**config.mk**
```make
export PLATFORM = sky130hd
export DESIGN_NAME = pci_cfg_unit
export DESIGN_NICKNAME = d
export VERILOG_FILES = /design/src/rtl/pcicfg_pkg.sv /design/src/rtl/cfg_target_decode.sv /design/src/rtl/cfg_lane_path.sv /design/src/rtl/cfg_dev_regs.sv /design/src/rtl/pci_cfg_unit.sv
export SDC_FILE = /design/constraint.sdc
export NUM_CORES = 2
export LEC_CHECK = 0
export ABC_AREA = 1
export BUFFER_PORTS_ARGS = -buffer_cell sky130_fd_sc_hd__buf_4
export CAP_MARGIN = 30
export CORE_MARGIN = 2
export CORE_UTILIZATION = 40
export DETAILED_ROUTE_END_ITERATION = 10
export SYNTH_ARGS = -nofsm -noshare
export SYNTH_HDL_FRONTEND = slang
export SYNTH_SLANG_ARGS = --single-unit
```
**constraint.sdc**
```tcl
create_clock -name clk -period 3.35 [get_ports clk]
set_input_delay 0.1675 -clock clk [delete_from_list [all_inputs] [get_ports clk]]
set_output_delay 0.1675 -clock clk [all_outputs]
set_load 0.05 [all_outputs]
```
**src/rtl/pcicfg_pkg.sv**
```systemverilog
package pcicfg_pkg;

    localparam int HDR_DWORDS   = 16;
    localparam int BAR_SLOTS    = 6;
    localparam int DW_IDS       = 0;
    localparam int DW_CLASS     = 2;
    localparam int DW_BAR_FIRST = 4;
    localparam int DW_BAR_LAST  = DW_BAR_FIRST + BAR_SLOTS - 1;
    localparam int DW_SUBSYS    = 11;
    localparam int DW_ROM       = 12;
    localparam logic [31:0] PROBE_MASK = 32'hFFFF_F000;
    localparam logic [31:0] ALL_ONES   = 32'hFFFF_FFFF;

    typedef enum logic [1:0] {
        ACC_BYTE  = 2'd0,
        ACC_HALF  = 2'd1,
        ACC_WORD  = 2'd2,
        ACC_WORD2 = 2'd3
    } acc_size_e;

    typedef struct packed {
        logic       en;
        logic [7:0] bus;
        logic [4:0] dev;
        logic [2:0] func;
        logic [5:0] dword;
    } cfg_target_t;

    // byte enables for a narrow or full access at a given lane
    function automatic logic [3:0] lane_be(input logic [1:0] size, input logic [1:0] lane);
        logic [3:0] be;
        case (size)
            2'd0:    be = 4'b0001 << lane;
            2'd1:    be = (lane == 2'd0) ? 4'b0011 : 4'b1100;
            default: be = 4'b1111;
        endcase
        return be;
    endfunction

    function automatic logic [31:0] be_to_mask(input logic [3:0] be);
        return {{8{be[3]}}, {8{be[2]}}, {8{be[1]}}, {8{be[0]}}};
    endfunction

    function automatic logic is_read_only(input logic [5:0] dw);
        return (dw == 6'(DW_IDS)) || (dw == 6'(DW_CLASS)) ||
               (dw == 6'(DW_SUBSYS)) || (dw == 6'(DW_ROM));
    endfunction

endpackage

```
**src/rtl/cfg_target_decode.sv**
```systemverilog
module cfg_target_decode
    import pcicfg_pkg::*;
#(
    parameter int NUM_DEV = 4
) (
    input  logic [31:0] addr,
    output cfg_target_t tgt,
    output logic        hit
);
    localparam logic [31:0] DEV_LIMIT = 32'(NUM_DEV);

    always_comb begin
        tgt.en    = addr[31];
        tgt.bus   = addr[23:16];
        tgt.dev   = addr[15:11];
        tgt.func  = addr[10:8];
        tgt.dword = addr[7:2];
        hit = tgt.en && (tgt.bus == 8'd0) && (tgt.func == 3'd0) &&
              ({27'd0, tgt.dev} < DEV_LIMIT);
    end
endmodule

```
**src/rtl/cfg_lane_path.sv**
```systemverilog
module cfg_lane_path
    import pcicfg_pkg::*;
(
    input  logic [1:0]  size,
    input  logic [1:0]  lane,
    input  logic [31:0] wdata,
    input  logic [31:0] dword_in,
    output logic [3:0]  wr_be,
    output logic [31:0] wr_aligned,
    output logic [31:0] rd_shaped
);
    logic [31:0] shifted;

    always_comb begin
        wr_be   = lane_be(size, lane);
        shifted = dword_in >> {lane, 3'b000};
        case (size)
            2'd0: begin
                wr_aligned = {24'd0, wdata[7:0]} << {lane, 3'b000};
                rd_shaped  = {24'd0, shifted[7:0]};
            end
            2'd1: begin
                wr_aligned = (lane == 2'd0) ? {16'd0, wdata[15:0]} : {wdata[15:0], 16'd0};
                rd_shaped  = (lane == 2'd0) ? {16'd0, dword_in[15:0]} : {16'd0, dword_in[31:16]};
            end
            default: begin
                wr_aligned = wdata;
                rd_shaped  = dword_in;
            end
        endcase
    end
endmodule

```
**src/rtl/cfg_dev_regs.sv**
```systemverilog
module cfg_dev_regs
    import pcicfg_pkg::*;
#(
    parameter logic [15:0] VENDOR_ID  = 16'h0000,
    parameter logic [15:0] DEVICE_ID  = 16'h0000,
    parameter logic [7:0]  CLASS_CODE = 8'h00,
    parameter logic [7:0]  SUBCLASS   = 8'h00,
    parameter logic [15:0] SUBSYS_VID = 16'h0000,
    parameter logic [15:0] SUBSYS_ID  = 16'h0000,
    parameter int          BAR_CNT    = 0,
    parameter logic [5:0]  BAR_IO     = 6'b000000
) (
    input  logic        clk,
    input  logic        rst_n,
    input  logic        wr_en,
    input  logic [5:0]  idx,
    input  logic [3:0]  wr_be,
    input  logic [31:0] wr_data,
    input  logic        wr_probe,
    output logic [31:0] rd_dword
);
    typedef struct packed {
        logic [HDR_DWORDS-1:0][31:0] hdr;
    } dev_state_t;

    dev_state_t st_d, st_q;

    function automatic dev_state_t reset_state();
        dev_state_t s;
        s = '0;
        for (int b = 0; b < BAR_SLOTS; b++) begin
            if (b < BAR_CNT && BAR_IO[b]) s.hdr[DW_BAR_FIRST + b] = 32'h0000_0001;
        end
        return s;
    endfunction

    logic        in_header;
    logic        is_bar;
    logic [2:0]  bar_idx;
    logic        bar_pop;
    logic        bar_io;
    logic [31:0] wr_mask;
    logic [31:0] merged;

    always_comb begin
        st_d      = st_q;
        in_header = (idx[5:4] == 2'b00);
        is_bar    = (idx >= 6'(DW_BAR_FIRST)) && (idx <= 6'(DW_BAR_LAST));
        bar_idx   = 3'(idx - 6'(DW_BAR_FIRST));
        bar_pop   = is_bar && (int'(bar_idx) < BAR_CNT);
        bar_io    = is_bar && (bar_idx < 3'(BAR_SLOTS)) && BAR_IO[bar_idx];
        wr_mask   = be_to_mask(wr_be);
        merged    = (st_q.hdr[idx[3:0]] & ~wr_mask) | (wr_data & wr_mask);
        if (is_bar && wr_probe) merged = bar_pop ? PROBE_MASK : 32'd0;
        if (bar_pop && bar_io) merged[0] = 1'b1;
        if (wr_en && in_header && !is_read_only(idx)) st_d.hdr[idx[3:0]] = merged;
    end

    always_ff @(posedge clk) begin
        if (!rst_n) st_q <= reset_state();
        else        st_q <= st_d;
    end

    always_comb begin
        if (!in_header) begin
            rd_dword = 32'd0;
        end else begin
            case (idx[3:0])
                4'(DW_IDS):    rd_dword = {DEVICE_ID, VENDOR_ID};
                4'(DW_CLASS):  rd_dword = {CLASS_CODE, SUBCLASS, 16'h0000};
                4'(DW_SUBSYS): rd_dword = {SUBSYS_ID, SUBSYS_VID};
                4'(DW_ROM):    rd_dword = 32'd0;
                default:       rd_dword = st_q.hdr[idx[3:0]];
            endcase
        end
    end
endmodule

```
**src/rtl/pci_cfg_unit.sv**
```systemverilog
module pci_cfg_unit
    import pcicfg_pkg::*;
#(
    parameter int NUM_DEV = 4,
    parameter logic [NUM_DEV*16-1:0] VENDOR_IDS  = {16'h1B03, 16'h1B02, 16'h1B01, 16'h1B00},
    parameter logic [NUM_DEV*16-1:0] DEVICE_IDS  = {16'h0103, 16'h0102, 16'h0101, 16'h0100},
    parameter logic [NUM_DEV*8-1:0]  CLASS_CODES = {8'h02, 8'h01, 8'h02, 8'h06},
    parameter logic [NUM_DEV*8-1:0]  SUBCLASSES  = {8'h00, 8'h06, 8'h00, 8'h00},
    parameter logic [NUM_DEV*16-1:0] SUBSYS_VIDS = {16'h1B03, 16'h1B02, 16'h1B01, 16'h1B00},
    parameter logic [NUM_DEV*16-1:0] SUBSYS_IDS  = {16'h0004, 16'h0002, 16'h0001, 16'h0000},
    parameter logic [NUM_DEV*3-1:0]  BAR_COUNTS  = {3'd1, 3'd6, 3'd2, 3'd0},
    parameter logic [NUM_DEV*6-1:0]  BAR_IO_MAPS = {6'b000000, 6'b100000, 6'b000001, 6'b000000}
) (
    input  logic        clk,
    input  logic        rst_n,
    input  logic        io_valid,
    input  logic        io_write,
    input  logic        io_data_sel,
    input  logic [1:0]  io_lane,
    input  logic [1:0]  io_size,
    input  logic [31:0] io_wdata,
    output logic [31:0] io_rdata
);
    typedef struct packed {
        logic [31:0] addr;
        logic [31:0] rdata;
    } unit_state_t;

    unit_state_t st_d, st_q;

    cfg_target_t        tgt;
    logic               tgt_hit;
    logic [31:0]        addr_q;
    logic [31:0]        dev_rd [NUM_DEV];
    logic [NUM_DEV-1:0] dev_wr;
    logic [31:0]        sel_dword;
    logic [3:0]         wr_be;
    logic [31:0]        wr_aligned;
    logic [31:0]        rd_shaped;
    logic               wr_probe;

    assign addr_q   = st_q.addr;
    assign io_rdata = st_q.rdata;
    assign wr_probe = io_size[1] && (io_wdata == ALL_ONES);

    cfg_target_decode #(.NUM_DEV(NUM_DEV)) u_decode (
        .addr (st_q.addr),
        .tgt  (tgt),
        .hit  (tgt_hit)
    );

    cfg_lane_path u_lane (
        .size       (io_size),
        .lane       (io_lane),
        .wdata      (io_wdata),
        .dword_in   (sel_dword),
        .wr_be      (wr_be),
        .wr_aligned (wr_aligned),
        .rd_shaped  (rd_shaped)
    );

    generate
        for (genvar g = 0; g < NUM_DEV; g++) begin : g_dev
            assign dev_wr[g] = io_valid && io_write && io_data_sel && tgt_hit &&
                               (tgt.dev == 5'(g));
            cfg_dev_regs #(
                .VENDOR_ID  (VENDOR_IDS[g*16 +: 16]),
                .DEVICE_ID  (DEVICE_IDS[g*16 +: 16]),
                .CLASS_CODE (CLASS_CODES[g*8 +: 8]),
                .SUBCLASS   (SUBCLASSES[g*8 +: 8]),
                .SUBSYS_VID (SUBSYS_VIDS[g*16 +: 16]),
                .SUBSYS_ID  (SUBSYS_IDS[g*16 +: 16]),
                .BAR_CNT    (int'(BAR_COUNTS[g*3 +: 3])),
                .BAR_IO     (BAR_IO_MAPS[g*6 +: 6])
            ) u_regs (
                .clk      (clk),
                .rst_n    (rst_n),
                .wr_en    (dev_wr[g]),
                .idx      (tgt.dword),
                .wr_be    (wr_be),
                .wr_data  (wr_aligned),
                .wr_probe (wr_probe),
                .rd_dword (dev_rd[g])
            );
        end
    endgenerate

    always_comb begin
        sel_dword = 32'd0;
        for (int i = 0; i < NUM_DEV; i++) begin
            if (tgt.dev == 5'(i)) sel_dword = dev_rd[i];
        end
    end

    always_comb begin
        st_d = st_q;
        if (io_valid && io_write && !io_data_sel) st_d.addr = io_wdata;
        if (io_valid && !io_write) begin
            if (!io_data_sel)  st_d.rdata = st_q.addr;
            else if (!tgt_hit) st_d.rdata = ALL_ONES;
            else               st_d.rdata = rd_shaped;
        end
    end

    always_ff @(posedge clk) begin
        if (!rst_n) st_q <= '0;
        else        st_q <= st_d;
    end
endmodule

```
==> reports/summary.txt <==
deepest clock path buffer count -> 3
Worst Reg2Reg Path Length in Cells -> 17
root buffer cell -> clkbuf_16
asr flop ratio synth -> 0%
Post-Synthesis Cells -> 11046
Die Width -> 464.2 um
Hold Crit Depth -> 4
vias per inst -> 5.717
worst reg2reg endpoint -> io_rdata[6]$_SDFFE_PN0P_
routed vias -> 80639
Hold/Removal Path Class -> in2reg
slew at the pin with the worst max-slew slack -> 1049 ps
Routed Antenna Nets -> 0
dpl cells -> 13609
design area -> 101900 um^2
Core ar. -> 210000 um^2
Iteration-0 DRC Markers -> 8803
R2R Setup Slk -> 50 ps
global route total overflow -> 0
Die H -> 464.2 um
clk slew on worst S/H paths -> 70 ps
die footprint -> 215500 um^2
Setup violations, final -> 0
Place WS -> -244.7 ps
Max Cap Viol -> 0
HPWL Detailed -> 219200 um
FMAX -> 302.6 MHz
Critical path origin -> addr_q[3]$_SDFFE_PN0P_
Post-Layout Cell Count -> 14104
Power Dens Cells -> 538.5 nW/um^2
Critical Path Start Type -> register
ys flop type -> dfxtp_1
Worst Path Arrival -> 4080 ps
largest net degree at the start of global routing -> 200
RSZ-0062 raised after global routing -> true
clock latency at the later pin of the worst-skew pair -> 930 ps
initial antenna violation count -> 18
CTS sink count -> 2112
Syn Area/Cell -> 7.668 um^2
H-tree level count -> 4
yosys warns -> 0
vias in the first global route -> 75518
hold path startpoint -> io_wdata[3]
Post-Route Setup TNS -> 0 ps
WP data required -> 4130 ps
TritonCTS clock tree -> done
drt wl/cell -> 24.10 um
P_leak -> 43.97 nW
drt pass-1 iters -> 8
area grow syn2layout -> 20.28%
post-synth cell types -> 36
Setup Skew -> 76.31 ps
run status -> finished clean
cell area after placement -> 93150 um^2
Rows -> 168
Post-synth EDFFs -> 0
crit end category -> register
worst setup margin -> 45.41 ps
Hold EP -> addr_q[3]$_SDFFE_PN0P_
Final Net Count -> 11152
Cell Area, Synth -> 84710 um^2
Final Hold Viols -> 0
number of remaining DRC errors -> 0
R2R Path Start -> addr_q[3]$_SDFFE_PN0P_
total CTS buffers -> 222
# IOs -> 73
Final Max Slew Viols -> 0
input/output buffers -> 72
Tmin final -> 3305 ps
Initial Util -> 40.34%
Crit Path Category -> reg2reg
Min Hold Slack -> 290.2 ps
DRT Wirelength -> 340000 um
max_slew headroom -> 29.80%
first-pass GRT wire length -> 500900 um
Yosys reg bits -> 2112
crit path max fanout -> 38
fraction of layout cells with a size suffix above 1 -> 11.42%
final worst-path cycle share -> 98.64%
sequential-to-total area share from yosys stat -> 49.91%
total track usage -> 30.46%
syn_nets -> 11087
GP Congestion -> 1.036
worst-case vdd ir drop -> 556.2 uV
FILL cells -> 20100
-- worst max-delay path, stage by stage (launching register included) --
cell     delay, ps
dfxtp_2        410
buf_4          150
nor2_4          40
buf_4          150
buf_12         170
buf_12         260
a22oi_1        190
nand2_1         80
nand2_1         60
nand3_1        140
nor2_1         530
a21oi_1        280
nand3_1        180
nand2_1        100
nand2_1         80
o21ai_0         70
nand2_1         80
a21oi_1         60
-- repair_timing --
action,4_1_cts,5_1_grt
hold buffers,73,0
gates cloned,0,2
endpoints found under the hold margin,278,0
resized for setup,2,35
buffers inserted,2,5
setup endpoints to repair,4,1111
pin swaps,2,2
-- stage by stage --
step,utilization (%),total power [mW]
floorplan,-,27.38
global placement,44.33,29.41
detailed placement,44.36,29.42
CTS,48.41,55.03
global route,48.51,56.29
finish,48.52,54.87
-- synthesized netlist by cell type, types with 21 or more instances --
cell type | instances | share of area [%]
or2_2 | 42 | 0.31
nor2_2 | 26 | 0.19
a21oi_1 | 1261 | 7.5
buf_1 | 86 | 0.38
clkbuf_1 | 853 | 3.8
dfxtp_1 | 2112 | 50
o22ai_1 | 21 | 0.16
o21ai_1 | 26 | 0.15
nor2_1 | 670 | 3.0
nand2_1 | 2431 | 11
nand4_1 | 96 | 0.71
a31oi_1 | 68 | 0.50
o31ai_1 | 22 | 0.19
inv_1 | 655 | 2.9
a22oi_1 | 790 | 7.0
o211ai_1 | 27 | 0.24
o21ai_0 | 1217 | 7.2
buf_2 | 68 | 0.40
nand3_1 | 78 | 0.46
a211oi_1 | 430 | 3.8
-- area by class of cell --
| cell class | count | area, um^2 | area share (%) |
|---|---|---|---|
| antenna | 4 | 10.01 | 0.009825 |
| timing repair buffer | 848 | 9323 | 9.150 |
| tap | 2805 | 3510 | 3.445 |
| multi-input combinational | 7255 | 36470 | 35.79 |
| inverter | 672 | 2546 | 2.499 |
| clock buffer | 337 | 6668 | 6.544 |
| sequential | 2112 | 42290 | 41.50 |
| clock inverter | 71 | 1074 | 1.054 |
-- sequential cells by signal, summed over array words and instances (netlist names) --
signal / cells
io_rdata: 32
g_dev.u_regs.st_q: 2048
addr_q: 32
-- layer usage --
layer,up-vias,part of all wire (%),track usage (%),routed length (um)
met2,3504,44,46.42,148400
li1,37678,-,-,-
met5,-,0.032,0,109
met3,735,8.2,4.952,27860
met4,16,5.0,14.54,16890
met1,38706,43,41.84,146700
-- power by group --
group / internal [mW] / switching (mW)
combinational: 0.971 / 2.90
sequential: 25.2 / 0.0743
clock: 14.9 / 10.8
-- how the worst max path moves through the flow --
stage | end | slack (ps) | cells past startpoint
6_report | io_rdata[6]$_SDFFE_PN0P_ | 50 | 17
5_1_grt | io_rdata[0]$_SDFFE_PN0P_ | -5 | 23
4_1_cts | io_rdata[12]$_SDFFE_PN0P_ | 3 | 17
3_5_place_dp | io_rdata[2]$_SDFFE_PN0P_ | -240 | 17
3_3_place_gp | io_rdata[2]$_SDFFE_PN0P_ | -470 | 16
2_1_floorplan | g_dev[1].u_regs.st_q[140]$_SDFFE_PN0P_ | 730 | 16
-- logic make-up (layout without fill, tap and decap cells) --
kind of cell           after synthesis  in the layout  synth area share (%)
and+or+nand+nor                   3378           3378                 15.70
buffers and inverters             1679           1928                 7.541
other                                0              4                     0
DFF                               2112           2112                 49.91
AOI/OAI and AO/OA                 3877           3877                 26.84
-- layout by cell type, fill, tap and decap left out, types with 42 or more instances in the layout --
cell,n
clkbuf_8,68
nand4_1,96
clkbuf_16,224
buf_12,212
o21ai_0,1211
nor2_4,58
clkbuf_1,47
dfxtp_1,2110
a21oi_1,1258
nand2_1,2427
nor2_1,626
a22oi_1,789
inv_1,652
a31oi_1,68
buf_4,552
a211oi_1,430
nand3_1,78
or2_2,42
dlygate4sd3_1,73
(Power assumes the default switching activity.)
